<file path="src/rtl/regwin_pkg.sv">
package regwin_pkg;

    typedef enum logic [1:0] {
        OP_ENTRY    = 2'd0,
        OP_RETURN   = 2'd1,
        OP_ROTATE   = 2'd2,
        OP_STACKCHK = 2'd3
    } wop_e;

    typedef enum logic [2:0] {
        CAUSE_NONE      = 3'd0,
        CAUSE_ILLEGAL   = 3'd1,
        CAUSE_ALLOCA    = 3'd2,
        CAUSE_OVERFLOW  = 3'd3,
        CAUSE_UNDERFLOW = 3'd4
    } cause_e;

    typedef enum logic [3:0] {
        ST_IDLE,
        ST_ENTRY_DONE,
        ST_ENTRY_ILLEGAL,
        ST_OVERFLOW,
        ST_RETURN_DONE,
        ST_RETURN_ILLEGAL,
        ST_UNDERFLOW,
        ST_ROTATED,
        ST_ALLOCA,
        ST_STACK_OK
    } wstate_e;

    localparam logic [1:0] SZ_FOUR   = 2'd1;
    localparam logic [1:0] SZ_EIGHT  = 2'd2;
    localparam logic [1:0] SZ_TWELVE = 2'd3;

endpackage

</file>
<file path="src/rtl/regwin_rotr.sv">
// Circular right rotation: dout[i] = din[(i + sh) mod N], N a power of two.
module regwin_rotr #(
    parameter int N  = 16,
    localparam int SW = $clog2(N)
) (
    input  logic [N-1:0]  din,
    input  logic [SW-1:0] sh,
    output logic [N-1:0]  dout
);
    for (genvar i = 0; i < N; i++) begin : g_bit
        logic [SW-1:0] src;
        assign src     = SW'(i) + sh;
        assign dout[i] = din[src];
    end
endmodule

</file>
<file path="src/rtl/regwin_ctz.sv">
// Count of clear bits below the lowest set bit; N when the vector is zero.
module regwin_ctz #(
    parameter int N  = 16,
    localparam int CW = $clog2(N) + 1
) (
    input  logic [N-1:0]  din,
    output logic [CW-1:0] cnt
);
    always_comb begin
        cnt = CW'(N);
        for (int i = N - 1; i >= 0; i--) begin
            if (din[i]) cnt = CW'(i);
        end
    end
endmodule

</file>
<file path="src/rtl/regwin_decide.sv">
// Combinational decision for one request: next outcome state and payload.
module regwin_decide
    import regwin_pkg::*;
#(
    parameter int NG = 16,
    localparam int BW = $clog2(NG),
    localparam int CW = BW + 1
) (
    input  logic              req_valid,
    input  logic [1:0]        req_op,
    input  logic [3:0]        stack_sel,
    input  logic signed [3:0] rot_amt,
    input  logic [1:0]        callinc,
    input  logic              ps_woe,
    input  logic              ps_excm,
    input  logic [31:0]       ret_addr,
    input  logic [1:0]        pc_hi,
    input  logic [BW-1:0]     base,
    input  logic [NG-1:0]     start,
    output wstate_e           nxt_state,
    output logic [BW-1:0]     nxt_base,
    output logic [NG-1:0]     nxt_start,
    output logic [1:0]        nxt_size,
    output logic [BW-1:0]     nxt_owb,
    output logic [31:0]       nxt_retpc
);
    // Circular scan above the current base.
    logic [NG-1:0] scan_cur;
    logic [CW-1:0] tz_cur;
    logic [BW-1:0] sh_cur;
    assign sh_cur = base + BW'(1);

    regwin_rotr #(.N(NG)) u_rot_cur (.din(start), .sh(sh_cur), .dout(scan_cur));
    regwin_ctz  #(.N(NG)) u_ctz_cur (.din(scan_cur), .cnt(tz_cur));

    // Overflow target and the rescan above it.
    logic [BW-1:0] ovf_base;
    logic [BW-1:0] sh_ovf;
    logic [NG-1:0] scan_ovf;
    logic [CW-1:0] tz_ovf;
    assign ovf_base = base + BW'(tz_cur) + BW'(1);
    assign sh_ovf   = ovf_base + BW'(1);

    regwin_rotr #(.N(NG)) u_rot_ovf (.din(start), .sh(sh_ovf), .dout(scan_ovf));
    regwin_ctz  #(.N(NG)) u_ctz_ovf (.din(scan_ovf), .cnt(tz_ovf));

    // Status legality shared by entry and return.
    logic ps_ok;
    assign ps_ok = ps_woe && !ps_excm;

    // Entry collision mask over the next callinc groups.
    logic [2:0] ci_mask;
    logic       ovf_hit;
    assign ci_mask = 3'((4'd1 << callinc) - 4'd1);
    assign ovf_hit = |(scan_cur[2:0] & ci_mask);

    // Distance to the nearest live frame below the base.
    logic [1:0] near_m;
    always_comb begin
        if (start[base - BW'(1)])      near_m = 2'd1;
        else if (start[base - BW'(2)]) near_m = 2'd2;
        else if (start[base - BW'(3)]) near_m = 2'd3;
        else                           near_m = 2'd0;
    end

    logic [1:0]    ret_n;
    logic [BW-1:0] ret_base;
    logic          ret_bad;
    assign ret_n    = ret_addr[31:30];
    assign ret_base = base - BW'(ret_n);
    assign ret_bad  = (ret_n == 2'd0) || ((near_m != 2'd0) && (near_m != ret_n)) || !ps_ok;

    logic [BW-1:0] ent_base;
    assign ent_base = base + BW'(callinc);

    always_comb begin
        nxt_state = ST_IDLE;
        nxt_base  = base;
        nxt_start = start;
        nxt_size  = 2'd0;
        nxt_owb   = base;
        nxt_retpc = {pc_hi, ret_addr[29:0]};
        if (req_valid) begin
            unique case (wop_e'(req_op))
                OP_ENTRY: begin
                    if ((stack_sel > 4'd3) || !ps_ok) begin
                        nxt_state = ST_ENTRY_ILLEGAL;
                    end else if (ovf_hit) begin
                        nxt_state = ST_OVERFLOW;
                        nxt_base  = ovf_base;
                        if (tz_ovf == CW'(0))      nxt_size = SZ_FOUR;
                        else if (tz_ovf == CW'(1)) nxt_size = SZ_EIGHT;
                        else                       nxt_size = SZ_TWELVE;
                    end else begin
                        nxt_state           = ST_ENTRY_DONE;
                        nxt_base            = ent_base;
                        nxt_start[ent_base] = 1'b1;
                    end
                end
                OP_RETURN: begin
                    if (ret_bad) begin
                        nxt_state = ST_RETURN_ILLEGAL;
                    end else if (start[ret_base]) begin
                        nxt_state       = ST_RETURN_DONE;
                        nxt_base        = ret_base;
                        nxt_start[base] = 1'b0;
                    end else begin
                        nxt_state = ST_UNDERFLOW;
                        nxt_base  = ret_base;
                        nxt_size  = ret_n;
                    end
                end
                OP_ROTATE: begin
                    nxt_state = ST_ROTATED;
                    nxt_base  = base + BW'(rot_amt);
                end
                OP_STACKCHK: begin
                    nxt_state = (near_m == 2'd0) ? ST_ALLOCA : ST_STACK_OK;
                end
                default: nxt_state = ST_IDLE;
            endcase
        end
    end
endmodule

</file>
<file path="src/rtl/regwin_ctrl.sv">
module regwin_ctrl
    import regwin_pkg::*;
#(
    parameter int NUM_PHYS_REGS = 64,
    localparam int NG = NUM_PHYS_REGS / 4,
    localparam int BW = $clog2(NG)
) (
    input  logic              clk,
    input  logic              rst_n,
    input  logic              req_valid,
    input  logic [1:0]        req_op,
    input  logic [3:0]        stack_sel,
    input  logic signed [3:0] rot_amt,
    input  logic [1:0]        callinc,
    input  logic              ps_woe,
    input  logic              ps_excm,
    input  logic [31:0]       ret_addr,
    input  logic [1:0]        pc_hi,
    output logic [BW-1:0]     win_base,
    output logic [NG-1:0]     win_start,
    output logic              exc_valid,
    output logic [2:0]        exc_cause,
    output logic [1:0]        exc_size,
    output logic              owb_wr,
    output logic [BW-1:0]     owb_val,
    output logic              ret_valid,
    output logic [31:0]       ret_pc
);
    wstate_e       state_q, state_d;
    logic [BW-1:0] base_q, base_d;
    logic [NG-1:0] start_q, start_d;
    logic [1:0]    size_q, size_d;
    logic [BW-1:0] owb_q, owb_d;
    logic [31:0]   retpc_q, retpc_d;

    regwin_decide #(.NG(NG)) u_decide (
        .req_valid (req_valid),
        .req_op    (req_op),
        .stack_sel (stack_sel),
        .rot_amt   (rot_amt),
        .callinc   (callinc),
        .ps_woe    (ps_woe),
        .ps_excm   (ps_excm),
        .ret_addr  (ret_addr),
        .pc_hi     (pc_hi),
        .base      (base_q),
        .start     (start_q),
        .nxt_state (state_d),
        .nxt_base  (base_d),
        .nxt_start (start_d),
        .nxt_size  (size_d),
        .nxt_owb   (owb_d),
        .nxt_retpc (retpc_d)
    );

    // State and window registers.
    always_ff @(posedge clk) begin
        if (!rst_n) begin
            state_q <= ST_IDLE;
            base_q  <= '0;
            start_q <= NG'(1);
            size_q  <= '0;
            owb_q   <= '0;
            retpc_q <= '0;
        end else begin
            state_q <= state_d;
            base_q  <= base_d;
            start_q <= start_d;
            size_q  <= size_d;
            owb_q   <= owb_d;
            retpc_q <= retpc_d;
        end
    end

    // Outputs decoded from the outcome state.
    always_comb begin
        exc_valid = 1'b0;
        exc_cause = CAUSE_NONE;
        owb_wr    = 1'b0;
        ret_valid = 1'b0;
        unique case (state_q)
            ST_IDLE, ST_ENTRY_DONE, ST_ROTATED, ST_STACK_OK: ;
            ST_ENTRY_ILLEGAL, ST_RETURN_ILLEGAL: begin
                exc_valid = 1'b1;
                exc_cause = CAUSE_ILLEGAL;
            end
            ST_OVERFLOW: begin
                exc_valid = 1'b1;
                exc_cause = CAUSE_OVERFLOW;
                owb_wr    = 1'b1;
            end
            ST_UNDERFLOW: begin
                exc_valid = 1'b1;
                exc_cause = CAUSE_UNDERFLOW;
                owb_wr    = 1'b1;
            end
            ST_RETURN_DONE: ret_valid = 1'b1;
            ST_ALLOCA: begin
                exc_valid = 1'b1;
                exc_cause = CAUSE_ALLOCA;
            end
            default: ;
        endcase
    end

    assign win_base  = base_q;
    assign win_start = start_q;
    assign exc_size  = size_q;
    assign owb_val   = owb_q;
    assign ret_pc    = retpc_q;

    AST_ILLEGAL_KEEPS_STATE: assert property (@(posedge clk) disable iff (!rst_n)
        (exc_valid && exc_cause == CAUSE_ILLEGAL) |-> ($stable(win_base) && $stable(win_start)));
    AST_OVF_SIZE_CODED: assert property (@(posedge clk) disable iff (!rst_n)
        (exc_valid && exc_cause == CAUSE_OVERFLOW) |-> (exc_size != 2'd0 && owb_wr));
    AST_UNF_KEEPS_BITMAP: assert property (@(posedge clk) disable iff (!rst_n)
        (exc_valid && exc_cause == CAUSE_UNDERFLOW) |-> ($stable(win_start) && !ret_valid));
    AST_RETPC_LOW: assert property (@(posedge clk) disable iff (!rst_n)
        ret_valid |-> (ret_pc[29:0] == $past(ret_addr[29:0])));
    AST_IDLE_QUIET: assert property (@(posedge clk) disable iff (!rst_n)
        !req_valid |=> (!exc_valid && !ret_valid && !owb_wr));
    AST_BITMAP_LIVE: assert property (@(posedge clk) disable iff (!rst_n)
        win_start != '0);
    AST_ROTATE_KEEPS_BITMAP: assert property (@(posedge clk) disable iff (!rst_n)
        (req_valid && req_op == OP_ROTATE) |=> ($stable(win_start) && !exc_valid));
endmodule

</file>
<file path="config.mk">
export PLATFORM = sky130hd
export DESIGN_NAME = regwin_ctrl
export DESIGN_NICKNAME = d
export VERILOG_FILES = /design/src/rtl/regwin_pkg.sv /design/src/rtl/regwin_rotr.sv /design/src/rtl/regwin_ctz.sv /design/src/rtl/regwin_decide.sv /design/src/rtl/regwin_ctrl.sv
export SDC_FILE = /design/constraint.sdc
export NUM_CORES = 1
export LEC_CHECK = 0
export CAP_MARGIN = 20
export CELL_PAD_IN_SITES_DETAIL_PLACEMENT = 1
export CELL_PAD_IN_SITES_GLOBAL_PLACEMENT = 1
export CORE_ASPECT_RATIO = 1.1
export CORE_MARGIN = 3
export CORE_UTILIZATION = 40
export CTS_BUF_LIST = sky130_fd_sc_hd__clkbuf_4 sky130_fd_sc_hd__clkbuf_8 sky130_fd_sc_hd__clkbuf_16
export DETAILED_ROUTE_END_ITERATION = 12
export GPL_TIMING_DRIVEN = 0
export PLACE_DENSITY = 0.94
export SLEW_MARGIN = 20
export SYNTH_ARGS = -nofsm -noshare
export SYNTH_HDL_FRONTEND = slang
export SYNTH_SLANG_ARGS = --single-unit
</file>
<file path="constraint.sdc">
create_clock -name clk -period 9.15 [get_ports clk]
set_clock_uncertainty 0.15 [all_clocks]
set_input_delay 0.915 -clock clk [delete_from_list [all_inputs] [get_ports clk]]
set_output_delay 0.915 -clock clk [all_outputs]
set_load 0.01 [all_outputs]
</file>
Word level (Yosys, flattened, before mapping)
Cells that the tools add are included.
{"block": "totals", "register_bits": 62, "inputBits": 51, "output_inout_bits": 64, "wordCells": 268}
{"block": "classes", "n_addsub": 41, "order_cmp": 41, "n_eq_ne": 15, "n_shift": 1, "mux": 137, "bitwise": 4, "reduce_logical": 23}
{"cell": "$lt A4 B5 Y1 const B", "count": 38}
{"cell": "$bmux W1 S4", "count": 36}
{"cell": "$mux W4", "count": 21}
{"cell": "$mux W5", "count": 16}
{"cell": "$add A4 B4 Y4 const A", "count": 16}
{"cell": "$mux W16", "count": 4}
{"cell": "$mux W1", "count": 43}
{"cell": "$add A3 B4 Y4 const A", "count": 8}
{"cell": "$pmux W16 S2", "count": 1}
{"cell": "$mux W2", "count": 10}
{"cell": "$add A2 B4 Y4 const A", "count": 4}
{"cell": "$and A16 B16 Y16", "count": 1}
{"cell": "$not A16 Y16", "count": 1}
{"cell": "$or A16 B16 Y16", "count": 1}
{"cell": "$pmux W4 S4", "count": 1}
{"cell": "$add A4 B1 Y4 const B", "count": 3}
{"cell": "$eq A4 B3 Y1 const B", "count": 3}
{"cell": "$pmux W3 S4", "count": 1}
{"cell": "$pmux W4 S3", "count": 1}
{"cell": "$add A1 B4 Y4 const A", "count": 2}
{"cell": "$add A4 B4 Y4", "count": 2}
{"cell": "$demux W1 S4", "count": 2}
{"cell": "$eq A4 B2 Y1 const B", "count": 2}
{"cell": "$ge A4 B1 Y1 const B", "count": 2}
{"cell": "other kinds (29)", "count": 43}

Longest topological paths before layout
{"block": "logic_depth", "word_depth": 48, "depth_mapped": 30, "mapped_depth_nobuf": 23}

Modules after synthesis
A second synthesis with hierarchy kept.
{"block": "unflattened", "hier_cells": 653, "area_unflattened_um2": 6695.2}
{"mod": "regwin_decide", "n_inst": 1, "cells_each": 289, "area_per_inst_um2": 2326.0, "seq_area_each_um2": 0.0}
{"mod": "regwin_rotr", "n_inst": 2, "cells_each": 77, "area_per_inst_um2": 1112.3, "seq_area_each_um2": 0.0}
{"mod": "regwin_ctrl", "n_inst": 1, "cells_each": 146, "area_per_inst_um2": 1766.7, "seq_area_each_um2": 1241.2}
{"mod": "regwin_ctz", "n_inst": 2, "cells_each": 32, "area_per_inst_um2": 188.9, "seq_area_each_um2": 0.0}

Least setup slack after synthesis
OpenSTA, ideal clock, no wires.
{"block": "synth_path", "kind": "flip-flop to flip-flop", "startpoint": "reg base_q[0] (netlist: win_base[0])", "endpoint": "reg size_q[0] (netlist: exc_size[0])", "setup_time_ns": 0.122, "arrival_ns": 6.666, "required_ns": 8.878, "slack_ns": 2.212, "stages_incl_launch_ff": 29, "path_buffers": 7, "synth_period_minus_slack_ns": 6.938, "cell_sequence": "dfxtp_1 > buf_4 > inv_1 > clkbuf_1 > buf_1 > ha_1 > buf_4 > buf_2 > buf_2 > mux2_2 > mux4_2 > mux2i_1 > mux2i_1 > o21ai_0 > nand2_1 > a21boi_0 > o21ba_2 > o21ai_0 > ha_1 > clkbuf_1 > inv_1 > ha_1 > xnor2_1 > mux4_2 > mux2i_1 > nand2_1 > a21oi_1 > a211oi_1 > a221o_1"}
{"block": "synth_between", "elab_chain_cells": 48, "word_cells_on_any_way": 161, "classes_between": "add/sub (38); eq/ne (2); mux (114); bitwise (1); reduce/logical (6)"}
{"element": "start: declaration", "line_no": "regwin_ctrl.sv:30", "source": "logic [BW-1:0] base_q, base_d;"}
{"element": "start signal: assignment", "line_no": "regwin_ctrl.sv:67", "source": "base_q <= base_d;"}
{"element": "$add A4 B1 Y4", "line_no": "regwin_decide.sv:31", "source": "assign sh_cur = base + BW'(1);"}
{"element": "$add A4 B4 Y4", "line_no": "regwin_rotr.sv:12", "source": "assign src = SW'(i) + sh;"}
{"element": "$bmux W1 S4", "line_no": "regwin_rotr.sv:13", "source": "assign dout[i] = din[src];"}
{"element": "$mux W1 (implied by the code)", "line_no": "regwin_rotr.sv:13"}
{"element": "$mux W4 (16 in a row)", "line_no": "regwin_ctz.sv:12", "source": "if (din[i]) cnt = CW'(i);"}
{"element": "$add A4 B4 Y4", "line_no": "regwin_decide.sv:41", "source": "assign ovf_base = base + BW'(tz_cur) + BW'(1);"}
{"element": "$add A4 B1 Y4", "line_no": "regwin_decide.sv:41"}
{"element": "$add A4 B1 Y4", "line_no": "regwin_decide.sv:42", "source": "assign sh_ovf = ovf_base + BW'(1);"}
{"element": "[2 not listed]"}
{"element": "$mux W1 (implied by the code)", "line_no": "regwin_rotr.sv:13"}
{"element": "$mux W5 (16 in a row)", "line_no": "regwin_ctz.sv:12"}
{"element": "$eq A5 B1 Y1", "line_no": "regwin_decide.sv:92", "source": "else if (tz_ovf == CW'(1)) nxt_size = SZ_EIGHT;"}
{"element": "$mux W1", "line_no": "regwin_decide.sv:92"}
{"element": "$mux W2", "line_no": "regwin_decide.sv:91", "source": "if (tz_ovf == CW'(0)) nxt_size = SZ_FOUR;"}
{"element": "$mux W2", "line_no": "regwin_decide.sv:88", "source": "end else if (ovf_hit) begin"}
{"element": "$mux W2", "line_no": "regwin_decide.sv:86", "source": "if ((stack_sel > 4'd3) || !ps_ok) begin"}
{"element": "$pmux W2 S2 *", "line_no": "regwin_decide.sv:84", "source": "unique case (wop_e'(req_op))"}
{"element": "end signal: assignment", "line_no": "regwin_ctrl.sv:69", "source": "size_q <= size_d;"}
{"element": "end: declaration", "line_no": "regwin_ctrl.sv:32", "source": "logic [1:0] size_q, size_d;"}
Every way passes the cells marked *; elsewhere a longest branch is shown, timed or not. The select of a mux whose other input is x is not followed.
A chain may end at the register's enable or synchronous reset.

Final worst setup path
Same ends and word-level chain as after synthesis.

==> results.ini <==
[sta]
report.final.hold_viol_count=0
timing.max_slew.rel_slack=0.4528
upper_clock_frequency_limit_ghz=0.1146
min_period_ns=8.725
finalCritPeriodShare=0.9535
fin_worst_hold_slack_ns=0.6998
rsz0062_at_grt=false
slew_violations=0
tightestPinTransition_ns=0.8197
fin_setup_tns_ns=0
timing.final.setup_violations=0

[layout]
final_core_utilization=0.5454
drive_gt1_frac=0.1642
diodes=0
relative_area_change_from_synthesis_to_final_layout_pct=30.90
finish.net_count=758

[floorplan]
dieWidth_um=116.3
die_y_um=127.4
design.core.area_um2=12860
fp.dieArea_um2=14820
placementRows=43
initial_utilization=0.4167
num_io_pins=115

[setup_path]
timing.critical_path.from_type=flop
maximum_net_fanout_on_the_critical_path=14
arrival_ns=8.80
timing_worst_setup_path_type=flop to flop
worstRegToRegCells=27
required_time_reported_for_the_critical_path_endpoint_ns=9.22
crit_path_end_kind=flop

[synthesis]
synth-seq-cells=62
synth.net_count=635
synth.yosys.seq_area_share=0.2317
async_reset_ff_frac=0
syn-mean-instance-area_um2=9.671
yosys_most_used_dff=dfxtp_1
synth.yosys.warnings=0
mappedNetlistArea_um2=5358
synthDistinctLibCells=74
synth_edf_count=0
synthCells=554

[clock_network]
clock_latency_ns=0.35
cts_root_buffer=clkbuf_16
cts_sinks=62
cts-hold-fix-buffers=0
clock_path_buffers=2
tritoncts=yes
cts-htree-levels=3
clk_pin_slew_worst_paths_ns=0.06
cts_inserted_buffers=9

[flow_run]
drv_cap=0

[power_and_ir_drop]
clock_power_share=0.289
leakage_uw=0.002794
power.density_cell_area_nw_per_um2=188.5
p_sw_frac=0.3883
proportion_of_power_drawn_by_combinational_gates=0.489
netSwitchingPower_uw=513.4
cell_internal_pwr_uw=808.6
share_seq_of_total_power=0.222
power.ir.vdd_worst_mv=0.1467

[hold_path]
min_delay_path_depth=3
min-delay-path-class=flop to flop

[status]
outcome=finished clean

[global_routing]
grt_pass1_wl_um=35020
grt.overflow.total=0
grt_use_total=0.3095
grt_start_max_net_pins=15
number_of_antenna_violations_at_the_first_check_in_global_routing=0
first_global_vias=6188

[detailed_routing]
post_route_wl_um=22670
dr_total_vias=5613
detail-route-antenna-nets=0
avgRoutedWirePerCell_um=27.02
first_pass_iters=6
drc_errors=0
via_density=6.690
drtIter0Drc=703

[placement]
hpwl_um=15520
finalWeightedCongestion=0.9295
numPortBuffers=112

## power groups by stage
stage	logic [uW]	clock network, uW	registers, uW
2_1_floorplan	437	0	301
3_3_place_gp	565	0	297
3_5_place_dp	613	0	299
4_1_cts	622	380	293
5_1_grt	685	396	294
6_report	646	382	293
## placed cells by master (no fill, tap or decap), drive strengths merged, types with 3 or more instances in the layout
cell type / n
or4: 4
nor2: 16
a22oi: 3
o22ai: 3
a32o: 3
nor3b: 5
o21bai: 5
buf: 18
and3b: 3
a21oi: 20
dfxtp: 62
a2111oi: 3
clkbuf: 30
mux4: 38
a31oi: 3
a211oi: 6
nor3: 12
o21ai: 34
a21o: 6
mux2i: 39
inv: 28
fa: 4
and2: 37
mux2: 21
a21boi: 4
xor2: 7
clkdlybuf4s50: 112
nand2: 50
and3: 5
nor2b: 6
clkinv: 5
nor4: 4
nand2b: 6
nand3: 6
o211ai: 3
ha: 26
xnor2: 15
## registers in the layout, summed over array words and instances, names as in the netlist
| register | count |
|---|---|
| exc_size | 2 |
| owb_val | 4 |
| ret_pc | 32 |
| state_q | 4 |
| win_base | 4 |
| win_start | 16 |
## area by class of cell
type | count | area [um^2]
flip-flops and latches | 62 | 1241
plain buffers | 39 | 185.2
clock inverters | 7 | 96.34
inverters | 28 | 105.1
clock buffers | 9 | 225.2
multi-input cells | 425 | 3842
well taps | 157 | 196.4
repair buffers | 112 | 1121
fillers | 1424 | 5846
## worst max-delay path, stage by stage, from the launching register on
cell and delay (ns):
dfxtp_1 0.69, buf_4 0.32, inv_1 0.13, clkbuf_1 0.30
clkbuf_2 0.39, ha_1 0.39, buf_4 0.22, buf_2 0.30
buf_2 0.34, mux2_2 0.39, o21ai_0 0.48, inv_1 0.07
mux4_2 0.49, nor2b_1 0.15, o21ai_0 0.22, nand3_1 0.12
o21ai_0 0.22, ha_1 0.33, clkbuf_1 0.49, inv_1 0.10
ha_1 0.26, xnor2_2 0.44, mux4_2 0.59, mux2i_1 0.33
nand2_1 0.13, a21oi_1 0.17, a211oi_1 0.08, a221o_1 0.31
## cells by family (layout without fill, tap and decap cells)
| kind of cell | Yosys count | count (layout) | share of synthesized area |
|---|---|---|---|
| and+or+nand+nor | 160 | 160 | 0.1637 |
| AOI/OAI and AO/OA | 112 | 112 | 0.1492 |
| muxes | 98 | 98 | 0.2767 |
| buffers and inverters | 67 | 195 | 0.05395 |
| DFF | 62 | 62 | 0.2317 |
| adders and majority gates | 30 | 30 | 0.07567 |
| xor gates and xnor gates | 25 | 25 | 0.04904 |
## through the flow
stage               std cells  total power (uW)  worst slack (ns)  instance area, um^2
floorplan                 554             737.8             2.212                 5358
global placement          823             862.4            0.8782                 6675
detailed placement        823             911.5            0.3880                 6683
CTS                       839              1295            0.3406                 7004
global route              839              1375           0.04198                 7013
finish                    839              1322            0.4251                 7013
## synthesized netlist by cell type (3+ instances only)
cell type	count	area, um^2
dfxtp_1	62	1241
nand2_1	49	183.9
mux2i_1	39	390.4
mux4_2	38	855.8
and2_1	37	231.5
o21ai_0	29	145.1
inv_1	27	101.4
ha_1	26	325.3
mux2_2	21	236.5
a21oi_1	20	100.1
clkbuf_1	20	75.07
nor2_1	16	60.06
xnor2_1	15	131.4
nor3_1	7	35.03
xor2_1	7	61.31
a21o_1	6	45.04
buf_1	6	22.52
buf_2	6	30.03
buf_4	6	45.04
nand2b_1	6	37.54
nand3_1	6	30.03
nor2b_1	6	37.54
a211oi_1	5	37.54
and3_1	5	31.28
nor3_2	5	50.05
nor3b_1	5	37.54
o21bai_1	5	37.54
fa_1	4	80.08
a21boi_0	3	22.52
a31oi_1	3	18.77
a32o_1	3	30.03
nor4_1	3	18.77
o211ai_1	3	22.52
o21ai_1	3	15.01
o22ai_1	3	18.77
## worst paths after layout
kind                     start            to  slack, ns
setup / recovery   win_base[0]   exc_size[0]       0.43
hold / removal    win_start[9]  win_start[9]       0.70
setup reg to reg   win_base[0]   exc_size[0]       0.43
hold reg to reg   win_start[9]  win_start[9]       0.70
## layer usage
metal | wire [um] | global-route usage
met5 | 0 | 0.003509
met4 | 1509 | 0.1843
met3 | 2657 | 0.09190
met2 | 10820 | 0.5091
met1 | 7680 | 0.3505
## timing repair
item                                    CTS  global route
endpoints found under the setup margin    0             2
buffers inserted                          0             0
resized for setup                         0             2
(Power assumes the default switching activity.)
